### config.mk
export PLATFORM = sky130hd
export DESIGN_NAME = tlb_maint_ctrl
export DESIGN_NICKNAME = d
export VERILOG_FILES = /design/src/rtl/tlbm_pkg.sv /design/src/rtl/tlbm_datapath.sv /design/src/rtl/tlbm_ctrl.sv /design/src/rtl/tlb_maint_ctrl.sv
export SDC_FILE = /design/constraint.sdc
export NUM_CORES = 1
export LEC_CHECK = 0
export BUFFER_PORTS_ARGS = -buffer_cell sky130_fd_sc_hd__buf_4
export CAP_MARGIN = 10
export CORE_MARGIN = 2
export CORE_UTILIZATION = 50
export DETAILED_ROUTE_END_ITERATION = 7
export PLACE_DENSITY_LB_ADDON = 0.2
export SYNTH_ARGS = -nofsm -noshare
export SYNTH_HDL_FRONTEND = slang
export SYNTH_SLANG_ARGS = --single-unit
### constraint.sdc
create_clock -name clk -period 1.9 [get_ports clk]
set_clock_uncertainty 0.2 [all_clocks]
set_input_delay 0.38 -clock clk [delete_from_list [all_inputs] [get_ports clk]]
set_output_delay 0.38 -clock clk [all_outputs]
set_load 0.01 [all_outputs]
### src/rtl/tlbm_pkg.sv
package tlbm_pkg;
  localparam int REG_W = 32;

  localparam logic [2:0] REG_FLUSH    = 3'd0;
  localparam logic [2:0] REG_INV_ADDR = 3'd1;
  localparam logic [2:0] REG_INV_MASK = 3'd2;
  localparam logic [2:0] REG_INV_GO   = 3'd3;
  localparam logic [2:0] REG_WLK_ADDR = 3'd4;
  localparam logic [2:0] REG_WLK_GO   = 3'd5;

  localparam int FLUSH_MACRO_BIT = 16;
  localparam int FLUSH_WALK_BIT  = 17;

  typedef enum logic [1:0] {
    ST_IDLE    = 2'd0,
    ST_FLUSH   = 2'd1,
    ST_TLBINV  = 2'd2,
    ST_WALKINV = 2'd3
  } opState_e;

  typedef struct packed {
    logic snapTlb;
    logic snapWalk;
  } dpStrobe_t;
endpackage

### src/rtl/tlbm_datapath.sv
module tlbm_datapath
  import tlbm_pkg::*;
#(
  parameter int               NUM_MICRO = 6,
  parameter logic [REG_W-1:0] WALK_MASK = 32'hFFF0_0000,
  localparam int NT = NUM_MICRO + 2,
  localparam int NC = NT + 2
) (
  input  logic             clk,
  input  logic             rstN,
  input  logic             regWe,
  input  logic [2:0]       regAddr,
  input  logic [REG_W-1:0] regWdata,
  input  dpStrobe_t        strb,
  input  logic [NC-1:0]    cmdFlag,
  output logic [NC-1:0]    cmdWr,
  output logic [REG_W-1:0] regRdata,
  output logic [REG_W-1:0] tgtTag,
  output logic [REG_W-1:0] tgtMask
);
  localparam int MAC = NUM_MICRO;
  localparam int WLK = NUM_MICRO + 1;
  localparam int TGO = NT;
  localparam int WGO = NT + 1;

  logic [REG_W-1:0] invAddr, invMask, walkAddr;
  logic [REG_W-1:0] tagQ, maskQ;

  // command bit decode
  always_comb begin
    cmdWr = '0;
    if (regWe) begin
      case (regAddr)
        REG_FLUSH: begin
          for (int i = 0; i < NUM_MICRO; i++) cmdWr[i] = regWdata[i];
          cmdWr[MAC] = regWdata[FLUSH_MACRO_BIT];
          cmdWr[WLK] = regWdata[FLUSH_WALK_BIT];
        end
        REG_INV_GO: cmdWr[TGO] = regWdata[0];
        REG_WLK_GO: cmdWr[WGO] = regWdata[0];
        default: ;
      endcase
    end
  end

  always_ff @(posedge clk or negedge rstN) begin
    if (!rstN) begin
      invAddr  <= '0;
      invMask  <= '0;
      walkAddr <= '0;
    end else if (regWe) begin
      if (regAddr == REG_INV_ADDR) invAddr  <= regWdata;
      if (regAddr == REG_INV_MASK) invMask  <= regWdata;
      if (regAddr == REG_WLK_ADDR) walkAddr <= regWdata;
    end
  end

  // captured match operands, frozen for the whole operation
  always_ff @(posedge clk or negedge rstN) begin
    if (!rstN) begin
      tagQ  <= '0;
      maskQ <= '0;
    end else if (strb.snapTlb) begin
      tagQ  <= invAddr & invMask;
      maskQ <= invMask;
    end else if (strb.snapWalk) begin
      tagQ  <= walkAddr & WALK_MASK;
      maskQ <= WALK_MASK;
    end
  end

  assign tgtTag  = tagQ;
  assign tgtMask = maskQ;

  always_comb begin
    regRdata = '0;
    case (regAddr)
      REG_FLUSH: begin
        for (int i = 0; i < NUM_MICRO; i++) regRdata[i] = cmdFlag[i];
        regRdata[FLUSH_MACRO_BIT] = cmdFlag[MAC];
        regRdata[FLUSH_WALK_BIT]  = cmdFlag[WLK];
      end
      REG_INV_ADDR: regRdata = invAddr;
      REG_INV_MASK: regRdata = invMask;
      REG_INV_GO:   regRdata[0] = cmdFlag[TGO];
      REG_WLK_ADDR: regRdata = walkAddr;
      REG_WLK_GO:   regRdata[0] = cmdFlag[WGO];
      default: ;
    endcase
  end
endmodule

### src/rtl/tlbm_ctrl.sv
module tlbm_ctrl
  import tlbm_pkg::*;
#(
  parameter int NUM_MICRO = 6,
  localparam int NT = NUM_MICRO + 2,
  localparam int NC = NT + 2
) (
  input  logic          clk,
  input  logic          rstN,
  input  logic [NC-1:0] cmdWr,
  input  logic [NT-1:0] tgtAck,
  output logic [NC-1:0] cmdFlag,
  output dpStrobe_t     strb,
  output logic [NT-1:0] tgtReq,
  output logic          tgtInv
);
  localparam int TGO = NT;
  localparam int WGO = NT + 1;
  localparam logic [NT-1:0] TLB_SET  = {1'b0, {(NUM_MICRO + 1){1'b1}}};
  localparam logic [NT-1:0] WALK_SET = {1'b1, {(NT - 1){1'b0}}};

  opState_e      state;
  logic [NT-1:0] act;
  logic          invQ;
  logic [NT-1:0] actNext;
  logic          opDone;
  logic [NC-1:0] cmdActive, cmdDone, again;

  assign actNext = act & ~tgtAck;
  assign opDone  = (state != ST_IDLE) && (actNext == '0);

  always_comb begin
    for (int i = 0; i < NT; i++) begin
      cmdActive[i] = (state == ST_FLUSH) && act[i];
      cmdDone[i]   = (state == ST_FLUSH) && act[i] && tgtAck[i];
    end
    cmdActive[TGO] = (state == ST_TLBINV);
    cmdDone[TGO]   = (state == ST_TLBINV) && opDone;
    cmdActive[WGO] = (state == ST_WALKINV);
    cmdDone[WGO]   = (state == ST_WALKINV) && opDone;
  end

  // per command bit: pending flag plus one queued rerun
  for (genvar g = 0; g < NC; g++) begin : g_cmd
    always_ff @(posedge clk or negedge rstN) begin
      if (!rstN) begin
        cmdFlag[g] <= 1'b0;
        again[g]   <= 1'b0;
      end else if (cmdDone[g]) begin
        cmdFlag[g] <= again[g] | cmdWr[g];
        again[g]   <= 1'b0;
      end else begin
        cmdFlag[g] <= cmdFlag[g] | (cmdWr[g] & ~cmdActive[g]);
        again[g]   <= again[g] | (cmdWr[g] & cmdActive[g]);
      end
    end
  end

  always_comb begin
    strb = '0;
    if (state == ST_IDLE && cmdFlag[NT-1:0] == '0) begin
      strb.snapTlb  = cmdFlag[TGO];
      strb.snapWalk = ~cmdFlag[TGO] & cmdFlag[WGO];
    end
  end

  always_ff @(posedge clk or negedge rstN) begin
    if (!rstN) begin
      state <= ST_IDLE;
      act   <= '0;
      invQ  <= 1'b0;
    end else if (state == ST_IDLE) begin
      if (cmdFlag[NT-1:0] != '0) begin
        state <= ST_FLUSH;
        act   <= cmdFlag[NT-1:0];
        invQ  <= 1'b0;
      end else if (cmdFlag[TGO]) begin
        state <= ST_TLBINV;
        act   <= TLB_SET;
        invQ  <= 1'b1;
      end else if (cmdFlag[WGO]) begin
        state <= ST_WALKINV;
        act   <= WALK_SET;
        invQ  <= 1'b1;
      end
    end else begin
      act <= actNext;
      if (opDone) begin
        state <= ST_IDLE;
        invQ  <= 1'b0;
      end
    end
  end

  assign tgtReq = act;
  assign tgtInv = invQ;
endmodule

### src/rtl/tlb_maint_ctrl.sv
module tlb_maint_ctrl
  import tlbm_pkg::*;
#(
  parameter int               NUM_MICRO = 6,
  parameter logic [REG_W-1:0] WALK_MASK = 32'hFFF0_0000,
  localparam int NT = NUM_MICRO + 2
) (
  input  logic             clk,
  input  logic             rstN,
  input  logic             regWe,
  input  logic [2:0]       regAddr,
  input  logic [REG_W-1:0] regWdata,
  output logic [REG_W-1:0] regRdata,
  output logic [NT-1:0]    tgtReq,
  output logic             tgtInv,
  output logic [REG_W-1:0] tgtTag,
  output logic [REG_W-1:0] tgtMask,
  input  logic [NT-1:0]    tgtAck
);
  localparam int NC = NT + 2;

  dpStrobe_t     strb;
  logic [NC-1:0] cmdFlag, cmdWr;

  tlbm_ctrl #(.NUM_MICRO(NUM_MICRO)) u_ctrl (
    .clk(clk), .rstN(rstN), .cmdWr(cmdWr), .tgtAck(tgtAck),
    .cmdFlag(cmdFlag), .strb(strb), .tgtReq(tgtReq), .tgtInv(tgtInv)
  );

  tlbm_datapath #(.NUM_MICRO(NUM_MICRO), .WALK_MASK(WALK_MASK)) u_dp (
    .clk(clk), .rstN(rstN), .regWe(regWe), .regAddr(regAddr),
    .regWdata(regWdata), .strb(strb), .cmdFlag(cmdFlag), .cmdWr(cmdWr),
    .regRdata(regRdata), .tgtTag(tgtTag), .tgtMask(tgtMask)
  );
endmodule

==> results by group <==
Final layout
  – Reg area: around 4800 sq um
  – Fillcell total: ~1000
  – Ant. Diodes: 0
  – Final Non-Filler Cells: 1188
  – Area Growth Syn to Fin: 51.6%
  – Multi-input logic area: approximately 4000 sq um
  – Final Util: 0.772
  – Share of layout cells above drive strength 1: 0.530
  – Fin nets: about 1000

Place
  – RD Place Congestion: around 0.9
  – Cells after DPL: ~1100
  – Port Buffers: 150
  – DP HPWL: 15600 microns

Synthesis
  – Sequential cell area fraction in the yosys report: 0.567
  – Synthesized area: 8390 sq um
  – Yosys reg bits: 190
  – Most common library cells after synthesis: dfrtp_1 (190), mux2_2 (88), nand2_1 (50)
  – Top post-synthesis cells by area: dfrtp_1 (57%), mux2_2 (12%), o21ai_0 (2.6%)
  – Synth async-reset ratio: 1.00
  – Syn_nets: about 740
  – Top-count cell post-synth: dfrtp_1
  – Biggest area consumer among synthesized cells: dfrtp_1
  – Syn Inst Count: slightly below 700
  – Post-Syn Area per Cell: between 10 and 15 sq um
  – Post-synth EDFFs: 0
  – Distinct cells, synth: 47
  – Synth top area share: 0.567
  – YS warnings: 0
  – Primary FF master, synth: dfrtp_1

Flow run
  – Max-cap violations: 0

Setup path
  – Crit. End Element: output pin
  – Crit Reg-Reg Endpoint: u_dp.tgtMask[1]
  – FF-to-FF Start: u_ctrl.cmdFlag[3]
  – WS Path Type: register to output pin
  – Crit path launch type: register
  – Cells on worst reg2reg path: 9
  – Arrival time worst endpoint: around 1.7 ns
  – Register-to-register setup slack: -0.24 ns
  – CP max FO: 2
  – CP required: 1.32 ns

GRT
  – Vias in the first global route: around 7400
  – First-pass GRT wire length: approximately 41000 microns
  – Largest net degree at the start of global routing: 50
  – Initial antenna violation count: 0
  – Total GRT Usage: 0.298
  – Grt total ovfl: 0

Route
  – Final ANT Viol Nets: 0
  – Residual DRC count: 0
  – Drt pass-1 iters: 6
  – Routed vias/inst: between 6 and 7
  – Routed WL: approximately 29000 microns
  – DR iter-0 viols: a little under 700
  – Routed length per placed instance: around 24 microns
  – Vias post-DR: 7325

Clock tree
  – CTS max path bufs: 2
  – Htree depth: 4
  – Clock-pin slew on the worst setup and hold paths: 0.07 ns
  – Clk_lat worst skew: 0.43 ns
  – Clk root buf: clkbuf_16
  – TritonCTS Buffers: 17
  – Clock Sinks: 190
  – CTS tree: yes

Timing
  – Worst slew margin: 0.609
  – Hold Violations, Final: 0
  – Total negative slack: -16.40 ns
  – Fin worst setup slack: -0.385 ns
  – RSZ-0062 raised after global routing: yes
  – Final setup violation count: 103
  – Min cycle time layout: between 2 and 2.5 ns
  – Pins Over Slew Limit: 0
  – Final period util: 1.20
  – Max Fclk: roughly 440 MHz
  – Worst Max-Slew Pin Slew: just under 0.6 ns

Status
  – Failing checks: setup timing
  – Outcome: finished with violations

Pwr
  – Max VDD drop: around 0.00077 V
  – Pwr dens: 1070 nW/um^2
  – Leak: between 5 and 6 nW

Floorplan
  – DIE HEIGHT: ~130 microns
  – Io pins: between 150 and 200
  – Initial Util: 0.509
  – Core area: 16500 sq um
  – Die width: around 130 microns
  – Row cnt: between 40 and 50
  – DIE AREA: around 18000 sq um

Worst hold path
  – WHS Endpoint: u_dp.invMask[11]
  – Hold Startpoint: regWdata[11]
  – Worst hold stages: 2
  – HP Class: input port to register
## layer usage
layer  vias up  wire [microns]  global-route usage
met5         -               0                   0
met4         0             831               0.115
met3        68            1940              0.0582
met2       351           14300               0.493
met1      3800           11600               0.391
li1       3106               -                   -
## metrics by stage
step / worst slack (ns) / power (mW) / cell area, sq um / hold WS [ns]
2_1_floorplan: 0.00301 / 7.36 / 8390 / -0.116
3_3_place_gp: -0.174 / 8.92 / 10300 / 0.143
3_5_place_dp: -0.198 / 9.10 / 10300 / 0.150
4_1_cts: -0.387 / 13.1 / 11900 / 0.00163
5_1_grt: -0.408 / 14.2 / 12700 / 0.00162
6_report: -0.385 / 13.6 / 12700 / 0.00722
## flip-flops by register name, summed over array words and instances, names as in the netlist
register / count
u_dp.walkAddr: 32
u_ctrl.cmdFlag: 10
u_ctrl.state: 2
u_ctrl.tgtReq: 8
u_ctrl.again: 10
u_dp.invAddr: 32
u_dp.tgtTag: 32
u_dp.tgtMask: 32
u_dp.invMask: 32
## placed cells by master (no fill, tap or decap), types with 5 or more instances in the layout
cell             n
a211oi_1         7
o22a_1          12
buf_16          11
mux2_1           9
nor3_2           6
clkbuf_16       25
buf_8            5
a32o_1          20
o21ai_2         27
and2_1           8
nor2_1          39
nand2_1         18
dlygate4sd3_1   19
nor2b_1         14
a21oi_1         15
buf_4          191
a31oi_1         18
o21ai_1         12
dfrtp_1        186
a22o_1          20
a22oi_1         15
a22oi_2          9
and3_1           8
a21oi_4          5
buf_12          29
nand2_2          9
buf_6           27
mux2_2          87
o21ai_0          6
mux2i_1          8
nand2_4         23
o2bb2ai_2        7
## report_power, final
part           internal (mW)  switching, mW
clock network           1.89           1.60
registers               4.93          0.885
logic                   2.27           2.07
## kinds of logic (layout without fill, tap and decap cells)
kind of cell           Yosys count  in the layout  share of synthesized area
muxes                          108            108                      0.145
and+or+nand+nor                157            157                     0.0990
buffers and inverters           49            325                     0.0292
AOI/OAI and AO/OA              188            188                      0.160
DFF                            190            190                      0.567
## timing repair
action                                  in CTS  in global routing
hold endpoints to repair                    72                  0
pin swaps                                   34                 82
endpoints found under the setup margin      33                108
gates cloned                                12                 10
buffers inserted                            24                 24
gates resized for setup                    118                117
hold buffers                                19                  0
## worst max-delay path by stage
stage / start / to / slack [ns] / cells after the start
floorplan: regAddr[1] / regRdata[10] / 0.003 / 5
global placement: regAddr[1] / regRdata[30] / -0.17 / 7
detailed placement: regAddr[1] / regRdata[30] / -0.20 / 7
CTS: u_ctrl.cmdFlag[0] / regRdata[0] / -0.39 / 3
global route: u_dp.walkAddr[0] / regRdata[0] / -0.41 / 3
finish: u_ctrl.cmdFlag[0] / regRdata[0] / -0.38 / 3
## final cells by class
class                      count  area share
clock buffer                  21      0.0362
sequential                   190       0.374
inverter                       2    0.000590
timing repair buffer         291       0.244
clock inverter                11     0.00846
multi-input combinational    453       0.315
tap                          220      0.0217
## worst max-delay path: stages, from the launching register on
cell and delay, ns:
dfrtp_1 0.40, mux4_2 0.45, mux2_4 0.30, buf_6 0.13
(Power assumes the default switching activity.)
